## src/rtl/serirq_pkg.sv

```systemverilog
`timescale 1ns/1ps
package serirq_pkg;

  localparam int FRAME_IDX_W = 6;

  typedef enum logic [2:0] {
    ST_IDLE,
    ST_START,
    ST_REL,
    ST_FRAMES,
    ST_STOP,
    ST_STOP_REL
  } hostState_t;

  // strobes from the sequencer to the sample/decode datapath
  typedef struct packed {
    logic                   clearShadow;
    logic                   sampleEn;
    logic [FRAME_IDX_W-1:0] sampleIdx;
    logic                   commit;
  } dpStrobe_t;

  // frame number (1-based) carrying a legacy IRQ, 0 when the IRQ has no frame
  function automatic int irqSlot(input int irq);
    if (irq == 1) return 2;
    if ((irq >= 3 && irq <= 7) || (irq >= 9 && irq <= 12) || irq == 14 || irq == 15)
      return irq + 1;
    return 0;
  endfunction

endpackage

```

## src/rtl/serirq_ctrl.sv

```systemverilog
`timescale 1ns/1ps
module serirq_ctrl
  import serirq_pkg::*;
#(
  parameter int START_CLKS = 4,
  parameter int STOP_QUIET = 2,
  parameter int STOP_CONT  = 3,
  parameter int MIN_FRAMES = 21,
  parameter int MAX_FRAMES = 32,
  parameter int SEL_W      = 4
) (
  input  logic             clk,
  input  logic             rstN,
  input  logic             lineIn,
  input  logic             quietMode,
  input  logic [SEL_W-1:0] frameSel,
  output logic             padOe,
  output logic             padOut,
  output dpStrobe_t        stb
);

  localparam int CNT_W     = $clog2(START_CLKS + 1);
  localparam int FR_W      = $clog2(MAX_FRAMES + 1);
  localparam int EXTRA_MAX = MAX_FRAMES - MIN_FRAMES;

  hostState_t       state;
  logic [CNT_W-1:0] cnt;
  logic [FR_W-1:0]  frameIdx;
  logic [FR_W-1:0]  numFrames;
  logic [FR_W-1:0]  selFrames;
  logic [1:0]       phase;
  logic             quietReg;
  logic             idleFirst;
  logic             lastFrame;
  logic [CNT_W-1:0] stopLast;

  always_comb begin
    if (int'(frameSel) > EXTRA_MAX) selFrames = FR_W'(MAX_FRAMES);
    else                            selFrames = FR_W'(MIN_FRAMES) + FR_W'(frameSel);
  end

  assign lastFrame = (frameIdx == numFrames - FR_W'(1));
  assign stopLast  = quietReg ? CNT_W'(STOP_QUIET - 1) : CNT_W'(STOP_CONT - 1);

  always_ff @(posedge clk or negedge rstN) begin
    if (!rstN) begin
      state     <= ST_IDLE;
      cnt       <= '0;
      frameIdx  <= '0;
      phase     <= '0;
      numFrames <= FR_W'(MAX_FRAMES);
      quietReg  <= 1'b0;
      idleFirst <= 1'b0;
    end else begin
      case (state)
        ST_IDLE: begin
          idleFirst <= 1'b0;
          if (!quietReg) begin
            state <= ST_START;
            cnt   <= '0;
          end else if (!idleFirst && !lineIn) begin
            // a peripheral already supplied the first low clock
            state <= ST_START;
            cnt   <= CNT_W'(1);
          end
        end
        ST_START: begin
          if (cnt == CNT_W'(START_CLKS - 1)) begin
            state     <= ST_REL;
            numFrames <= selFrames;
          end else begin
            cnt <= cnt + CNT_W'(1);
          end
        end
        ST_REL: begin
          state    <= ST_FRAMES;
          frameIdx <= '0;
          phase    <= '0;
        end
        ST_FRAMES: begin
          if (phase == 2'd2) begin
            phase <= '0;
            if (lastFrame) begin
              state    <= ST_STOP;
              cnt      <= '0;
              quietReg <= quietMode;
            end else begin
              frameIdx <= frameIdx + FR_W'(1);
            end
          end else begin
            phase <= phase + 2'd1;
          end
        end
        ST_STOP: begin
          if (cnt == stopLast) state <= ST_STOP_REL;
          else                 cnt   <= cnt + CNT_W'(1);
        end
        ST_STOP_REL: begin
          state     <= ST_IDLE;
          idleFirst <= 1'b1;
        end
        default: state <= ST_IDLE;
      endcase
    end
  end

  always_comb begin
    padOe  = (state == ST_START) || (state == ST_REL) ||
             (state == ST_STOP)  || (state == ST_STOP_REL);
    padOut = (state == ST_REL) || (state == ST_STOP_REL);
  end

  always_comb begin
    stb.clearShadow = (state == ST_REL);
    stb.sampleEn    = (state == ST_FRAMES) && (phase == 2'd0);
    stb.sampleIdx   = FRAME_IDX_W'(frameIdx);
    stb.commit      = (state == ST_FRAMES) && (phase == 2'd2) && lastFrame;
  end

  // consecutive host-low clocks, kept for the checks below
  logic [CNT_W:0] lowRun;
  always_ff @(posedge clk or negedge rstN) begin
    if (!rstN)                 lowRun <= '0;
    else if (padOe && !padOut) lowRun <= lowRun + (CNT_W+1)'(1);
    else                       lowRun <= '0;
  end

  AST_LOW_RUN_MAX: assert property (@(posedge clk) disable iff (!rstN)
    int'(lowRun) <= START_CLKS);

  AST_RELEASE_HIGH: assert property (@(posedge clk) disable iff (!rstN)
    ($past(padOe && !padOut) && !(padOe && !padOut)) |-> (padOe && padOut));

  AST_STOP_WIDTH: assert property (@(posedge clk) disable iff (!rstN)
    (state == ST_STOP_REL) |-> (int'(lowRun) == (quietReg ? STOP_QUIET : STOP_CONT)));

  AST_CONT_START: assert property (@(posedge clk) disable iff (!rstN)
    (state == ST_IDLE && !quietReg) |=> (state == ST_START));

  AST_QUIET_WAIT: assert property (@(posedge clk) disable iff (!rstN)
    (state == ST_IDLE && quietReg && lineIn) |=> (state != ST_START));

endmodule

```

## src/rtl/serirq_dp.sv

```systemverilog
`timescale 1ns/1ps
module serirq_dp
  import serirq_pkg::*;
#(
  parameter int NUM_IRQ    = 16,
  parameter int NUM_INTX   = 4,
  parameter int SMI_SLOT   = 3,
  parameter int CHK_SLOT   = 17,
  parameter int INTX_SLOT0 = 18
) (
  input  logic                clk,
  input  logic                rstN,
  input  logic                lineIn,
  input  dpStrobe_t           stb,
  output logic [NUM_IRQ-1:0]  irqVec,
  output logic                smiN,
  output logic                ioChkN,
  output logic [NUM_INTX-1:0] intN
);

  logic [NUM_IRQ-1:0]  irqPend;
  logic                smiPend;
  logic                chkPend;
  logic [NUM_INTX-1:0] intPend;
  int                  idx;

  assign idx = int'(stb.sampleIdx);

  always_ff @(posedge clk or negedge rstN) begin
    if (!rstN) begin
      irqPend <= '0;
      smiPend <= 1'b0;
      chkPend <= 1'b0;
      intPend <= '0;
      irqVec  <= '0;
      smiN    <= 1'b1;
      ioChkN  <= 1'b1;
      intN    <= '1;
    end else begin
      if (stb.clearShadow) begin
        irqPend <= '0;
        smiPend <= 1'b0;
        chkPend <= 1'b0;
        intPend <= '0;
      end else if (stb.sampleEn) begin
        for (int i = 0; i < NUM_IRQ; i++) begin
          if (irqSlot(i) != 0 && idx == irqSlot(i) - 1) irqPend[i] <= ~lineIn;
        end
        if (idx == SMI_SLOT - 1) smiPend <= ~lineIn;
        if (idx == CHK_SLOT - 1) chkPend <= ~lineIn;
        for (int j = 0; j < NUM_INTX; j++) begin
          if (idx == INTX_SLOT0 - 1 + j) intPend[j] <= ~lineIn;
        end
      end
      if (stb.commit) begin
        irqVec <= irqPend;
        smiN   <= ~smiPend;
        ioChkN <= ~chkPend;
        intN   <= ~intPend;
      end
    end
  end

  AST_OUT_HOLD: assert property (@(posedge clk) disable iff (!rstN)
    !stb.commit |=> $stable({irqVec, smiN, ioChkN, intN}));

  AST_COMMIT_EXCL: assert property (@(posedge clk) disable iff (!rstN)
    stb.commit |-> (!stb.clearShadow && !stb.sampleEn));

endmodule

```

## src/rtl/serirq_host.sv

```systemverilog
`timescale 1ns/1ps
module serirq_host
  import serirq_pkg::*;
#(
  parameter int START_CLKS = 4,
  parameter int STOP_QUIET = 2,
  parameter int STOP_CONT  = 3,
  parameter int MIN_FRAMES = 21,
  parameter int MAX_FRAMES = 32,
  parameter int SEL_W      = 4,
  parameter int NUM_IRQ    = 16,
  parameter int NUM_INTX   = 4
) (
  input  logic                clk,
  input  logic                rstN,
  input  logic                serIrqIn,
  output logic                serIrqOe,
  output logic                serIrqOut,
  input  logic                quietMode,
  input  logic [SEL_W-1:0]    frameSel,
  output logic [NUM_IRQ-1:0]  irqVec,
  output logic                smiN,
  output logic                ioChkN,
  output logic [NUM_INTX-1:0] intN
);

  dpStrobe_t stb;

  serirq_ctrl #(
    .START_CLKS(START_CLKS), .STOP_QUIET(STOP_QUIET), .STOP_CONT(STOP_CONT),
    .MIN_FRAMES(MIN_FRAMES), .MAX_FRAMES(MAX_FRAMES), .SEL_W(SEL_W)
  ) u_ctrl (
    .clk(clk), .rstN(rstN), .lineIn(serIrqIn), .quietMode(quietMode),
    .frameSel(frameSel), .padOe(serIrqOe), .padOut(serIrqOut), .stb(stb)
  );

  serirq_dp #(
    .NUM_IRQ(NUM_IRQ), .NUM_INTX(NUM_INTX)
  ) u_dp (
    .clk(clk), .rstN(rstN), .lineIn(serIrqIn), .stb(stb),
    .irqVec(irqVec), .smiN(smiN), .ioChkN(ioChkN), .intN(intN)
  );

  AST_SAMPLE_RELEASED: assert property (@(posedge clk) disable iff (!rstN)
    stb.sampleEn |-> !serIrqOe);

endmodule

```

## config.mk

```make
export PLATFORM = sky130hd
export DESIGN_NAME = serirq_host
export DESIGN_NICKNAME = d
export VERILOG_FILES = /design/src/rtl/serirq_pkg.sv /design/src/rtl/serirq_ctrl.sv /design/src/rtl/serirq_dp.sv /design/src/rtl/serirq_host.sv
export SDC_FILE = /design/constraint.sdc
export NUM_CORES = 1
export LEC_CHECK = 0
export ABC_AREA = 1
export BUFFER_PORTS_ARGS = -buffer_cell sky130_fd_sc_hd__buf_2
export CORE_MARGIN = 4
export CORE_UTILIZATION = 61
export CTS_BUF_LIST = sky130_fd_sc_hd__clkbuf_4
export CTS_CLUSTER_SIZE = 12
export DETAILED_ROUTE_END_ITERATION = 10
export PLACE_DENSITY = 0.93
export SYNTH_ARGS = -nofsm -noshare
export SYNTH_HDL_FRONTEND = slang
export SYNTH_SLANG_ARGS = --single-unit
```

## constraint.sdc

```tcl
create_clock -name clk -period 1.9 [get_ports clk]
set_input_delay 0.19 -clock clk [delete_from_list [all_inputs] [get_ports clk]]
set_output_delay 0.19 -clock clk [all_outputs]
set_load 0.1 [all_outputs]
```

# Word-level counts from Yosys, hierarchy flattened
# Cells that the tools add are included.
# word_totals
inputBits,8
wordCells,258
register_bits,58
# classes
add_sub_neg,17
n_mux,91
eq_ne,35
n_reduce_logical,81
bitwise_logic,4
order_cmp,1
# op_table
op,n
2-to-1 mux 32 bit,24
equality test 7 x 32 -> 1 bit,12
nonzero test 32 bit,12
"subtractor 32 x 2 -> 32 bit, second input constant",12
2-to-1 mux 3 bit,15
nonzero test 2 bit,21
2-to-1 mux 4 bit,10
AND reduction 2 bit,19
"equality test 6 bit, second input constant",5
2-to-1 mux 1 bit,26
2-to-1 mux 6 bit,3
logical AND 1 bit,16
2-to-1 mux 5 bit,3
one-hot mux 3 bit (5 select lines),1
one-hot mux 3 bit (4 select lines),1
one-hot mux 6 bit (2 select lines),1
2-to-1 mux 2 bit,5
"equality test 3 x 2 -> 1 bit, second input constant",3
"inequality test 2 x 1 -> 1 bit, second input constant",4
"adder 5 x 4 -> 6 bit, first input constant",1
"adder 6 x 1 -> 6 bit, second input constant",1
"equality test 3 bit, second input constant",2
"equality test 6 x 3 -> 1 bit, second input constant",1
equality test 6 bit,1
21 further kinds,30

# Depth between registers and ports, before layout
# depth
depth_word,13
ltp_mapped,14
depth_no_buf,13

# Cells and area by module
# From an unflattened synthesis, not the netlist that was laid out.
# hier_totals
hier_cells,456
hier_area_um2,3304.4
# by_module_without_submodules
module,area_per_inst_um2,cells_each,instances
serirq_dp,1794.2,239,1
serirq_ctrl,1510.2,217,1

# Worst setup path before layout
# No wires, ideal clock.
# synth_timing
path_type,reg2out
start,register u_ctrl.state[1]
end,output serIrqOut
arrival_ns,2.704
t_required_ns,1.710
path_slack_ns,-0.994
path_stages_with_launch,4
path_cell_list,dfrtp_1 inv_1 nand2_1 o21ai_0
# synth_between
elab_chain_cells,2
word_cells_on_any_way,3
# synth_lines
item,line,source
from (decl),serirq_ctrl.sv:26,hostState_t state;
from (signal assigned),serirq_ctrl.sv:47,state <= ST_IDLE;
from (signal assigned),serirq_ctrl.sv:59,state <= ST_START;
from (signal assigned),serirq_ctrl.sv:63,state <= ST_START;
equality test 3 x 2 -> 1 bit or equality test 3 bit (tied branches),serirq_ctrl.sv:110,padOut = (state == ST_REL) || (state == ST_STOP_REL);
logical OR 1 bit *,serirq_ctrl.sv:110,
to (decl),serirq_host.sv:18,"output logic serIrqOut,"
# Mark *: on every way between the ends. The rest lies on a longest branch, timed or not.

# Worst setup path after layout
# layout_timing
start,register u_ctrl.state[0]
end,output serIrqOe
# layout_between
elab_chain_cells,4
word_cells_on_any_way,7
# layout_lines
item,line,source
equality test 3 x 1 -> 1 bit or equality test 3 x 2 -> 1 bit (tied branches),serirq_ctrl.sv:108,padOe = (state == ST_START) || (state == ST_REL) ||
logical OR 1 bit (2 in series),serirq_ctrl.sv:108,
logical OR 1 bit *,serirq_ctrl.sv:109,(state == ST_STOP) || (state == ST_STOP_REL);
to (decl),serirq_host.sv:17,"output logic serIrqOe,"
# Marks and branches as above.

==> reports/summary.txt <==
==================================================================================================
Maximum achievable frequency                                                            0.5265 GHz
Cell Pwr Density                                                                      1404 nW/um^2
Worst-case hold path end point                                                        u_ctrl.numFrames[0]$_DFFE_PN0P_
Required time reported for the critical path endpoint                                      1.71 ns
Ports                                                                                           32
Initial Utilization                                                                         63.00%
Primary FF master, synth                                                                   dfrtp_1
Number of failing setup endpoints in the final timing report                                     0
Fraction of synthesized cell area taken by the top area cell type                           39.41%
Worst setup timing slack at the placement stage                                         0.05668 ns
Ratio of routed vias to standard cells                                                       5.778
Worst reg2reg path startpoint                                                         u_ctrl.numFrames[0]$_DFFE_PN0P_
Routability congestion estimate                                                             0.9116
Number of buffer cells added on primary ports                                                   27
Kind of end point of the critical path                                                  output pin
Post-synth design cell area                                                             3238 sq um
Clock tree from TritonCTS                                                                    built
Remaining max-slew budget at the tightest pin                                               41.06%
Pin count of the biggest net entering global routing                                            37
Number of remaining DRC errors                                                                   0
Filler cells                                                                                   348
Critical-path maximum fanout                                                                     9
Std-Cell Core Area                                                                      5140 sq um
Die Wd                                                                                    80.86 um
Sequential element share of the synthesized area                                            45.09%
Worst path bufs/invs                                                                             1
First-pass GRT wire length                                                                11580 um
Average detailed-routed wire length per instance                                          15.46 um
Post-synthesis instance total                                                                  420
Clock insertion delay at the later pin of the skew report                                  0.42 ns
Destination of the worst register-to-register timing path                             u_dp.irqVec[4]$_DFFE_PN0P_
Share of the core filled with cells in the final layout                                     74.00%
Critical Path Source Type                                                                flip-flop
Clock sink count                                                                                58
Count of antenna diodes in the layout                                                            0
Final worst path period share                                                               99.96%
Power Total                                                                               5.341 mW
DR vias                                                                                       3097
Most numerous cell types in the synthesized netlist                                   110 x nand2_1, 54 x inv_1, 51 x dfrtp_1
Inserted Clock Buffers                                                                           9
Setup TNS                                                                                     0 ns
Maximum level of the CTS H-tree                                                                  3
Remaining number of nets flagged by the antenna check after routing                              0
Final WL                                                                                   8287 um
Cell variety after synth                                                                        35
Worst setup slack for register-to-register paths                                           0.01 ns
Initial antenna violation count                                                                  0
Biggest area contributors in the synthesized netlist                                  dfrtp_1 39%, nand2_1 13%, inv_1 6.3%, dfstp_2 5.7%, a21oi_1 4.5%
Worst path top cell family by delay                                                   simple AND/OR/NAND/NOR gates
Global routing usage summed across all routing layers                                       23.04%
Slew at the pin closest to its max-slew limit                                            0.8832 ns
Hold Path Depth                                                                                  3
CP cell instances                                                                     nor2_2 -> nand2_1 -> nand3_1 -> buf_12
Relative area change from synthesis to final layout                                         17.47%
EDFF count, synth                                                                                0
Critical path type                                                                    flip-flop to output pin
Final non-filler cell total                                                                    536
Dominant cell type by area after synthesis                                                 dfrtp_1
Total count of hold-check failures in the final report                                           0
Status                                                                                complete, no violations
Die Y-Extent                                                                              80.86 um
Worst setup path start                                                                u_ctrl.state[0]$_DFFE_PN0P_
Initial DRC count                                                                              285
Launch instance of the worst min-delay path                                            frameSel[0]
Worst reg-to-reg path cell count                                                                13
Final clock skew                                                                        0.01250 ns
First drt pass iteration count                                                                   5
Number of flip-flops and latches in the synthesized netlist                                     58
Synthesized area per cell                                                              7.710 sq um
Leading cell type by number of instances after synthesis                                   nand2_1
Count of pins over their slew limit                                                              0
Total overflow reported by the global router                                                     0
Leakage Power                                                                             2.005 nW
HPWL after DPL                                                                             4973 um
RSZ-0062 raised after global routing                                                          true
Worst IR Drop VDD                                                                       0.001180 V
Share of synthesized registers carrying an async set or reset                               100.0%
Data arrival time of the worst path                                                        1.71 ns
Cell count after placement                                                                     513
Clock transition time at the flip-flop clock pins of the worst setup and hold paths        0.11 ns
Maximum count of clock buffers along a single path                                               2
Die footprint                                                                           6538 sq um
Cell row count                                                                                  26
Buffer type at the clock tree root                                                        clkbuf_4
Count of maximum capacitance violations                                                          0
Worst hold path type                                                                  input pin to flip-flop
Slowest CP cell                                                                            dfrtp_2
Shortest period the worst path allows                                                     1.899 ns
Worst-case setup margin in the final layout                                           0.0007835 ns
Ratio of cells with drive above 1 in the final layout                                       23.18%
Number of nets in the layout                                                                   477
Count of yosys warnings during synthesis                                                         0
Largest incremental delay on the critical path                                             0.51 ns
Number of global-route vias before repair                                                     2710
==================================================================================================
layout make-up:
class	count	area [sq um]	share of cell area (%)
inverter	60	235.2	6.184
tap	70	87.58	2.303
sequential	58	1463	38.45
multi-input combinational	293	1584	41.64
clock inverter	7	68.82	1.809
timing repair buffer	39	297.8	7.829
clock buffer	9	67.56	1.776
worst register-to-register path: stages, from the launching register on:
cell and delay [ns]:
dfrtp_1 0.40, inv_2 0.07, ha_4 0.26, inv_2 0.03
nand2_1 0.05, nand2_1 0.05, nor2_1 0.12, nand2_1 0.10
nor2_4 0.15, nand3_4 0.15, inv_8 0.15, nand2_8 0.10
nand2_1 0.11, nand2_1 0.07
report_power, final:
part           total, mW  internal, mW  switching, mW
combinational       2.55         0.826           1.73
clock              0.910         0.398          0.513
sequential          1.88          1.56          0.323
total               5.34          2.78           2.56
per-stage QoR:
| stage | instance area (sq um) | hold WS [ns] |
|---|---|---|
| floorplan | 3253 | -0.1056 |
| global placement | 3473 | 0.1842 |
| detailed placement | 3473 | 0.1933 |
| CTS | 3636 | 0.05984 |
| global route | 3804 | 0.08684 |
| finish | 3804 | 0.07873 |
flip-flops by register name (all words and copies together), names as in the netlist, 2 cells and up:
name and flops:
u_ctrl.cnt 3, u_ctrl.frameIdx 6, u_ctrl.numFrames 6, u_ctrl.phase 2, u_ctrl.state 3, u_dp.intN 4
u_dp.intPend 4, u_dp.irqPend 12, u_dp.irqVec 12
what timing repair did:
item                                   in CTS  in global routing
gates resized for setup                     3                 29
pin swaps                                   0                 11
buffers inserted                            0                  2
hold buffers                                2                  0
setup endpoints to repair                   1                 32
cloned                                      0                  3
endpoints found under the hold margin      19                  0
how the worst max path moves through the flow:
stage / endpoint / cells after the start
2_1_floorplan: serIrqOe / 5
3_3_place_gp: u_dp.irqVec[5]$_DFFE_PN0P_ / 13
3_5_place_dp: u_ctrl.cnt[2]$_DFFE_PN0P_ / 13
4_1_cts: u_dp.irqVec[15]$_DFFE_PN0P_ / 11
5_1_grt: u_ctrl.state[2]$_DFFE_PN0P_ / 13
6_report: serIrqOe / 4
cell families after synthesis:
| family | Yosys count | share of synthesized area (%) |
|---|---|---|
| flops | 58 | 45.09 |
| fa+ha+maj | 8 | 3.091 |
| buf+inv | 74 | 9.969 |
| xor+xnor | 4 | 1.082 |
| simple gates | 209 | 29.13 |
| compound gates | 66 | 11.52 |
| other cells | 1 | 0.1158 |
cells in the final DEF, fill, tap and decap left out, drive strengths merged, types with 2 or more instances in the layout:
cell	n
xor2	3
o22ai	2
clkbuf	10
a21oi	30
inv	61
nand3b	2
ha	8
clkinv	3
nand4	9
conb	4
dfstp	7
dfrtp	51
dlygate4sd3	2
nand3	31
nor3	11
o21ai	28
clkinvlp	2
nor2	41
buf	36
nand2	117
a31oi	2
layer usage:
metal  track usage [%]  vias up  wire length, um
met1             26.17     1434             3118
met2             40.15      200             4116
met4             12.33        0              350
met5                 0        -                0
met3             5.211       39              701
li1                  -     1424                -
Note: power is estimated with default switching activity, not from simulation.
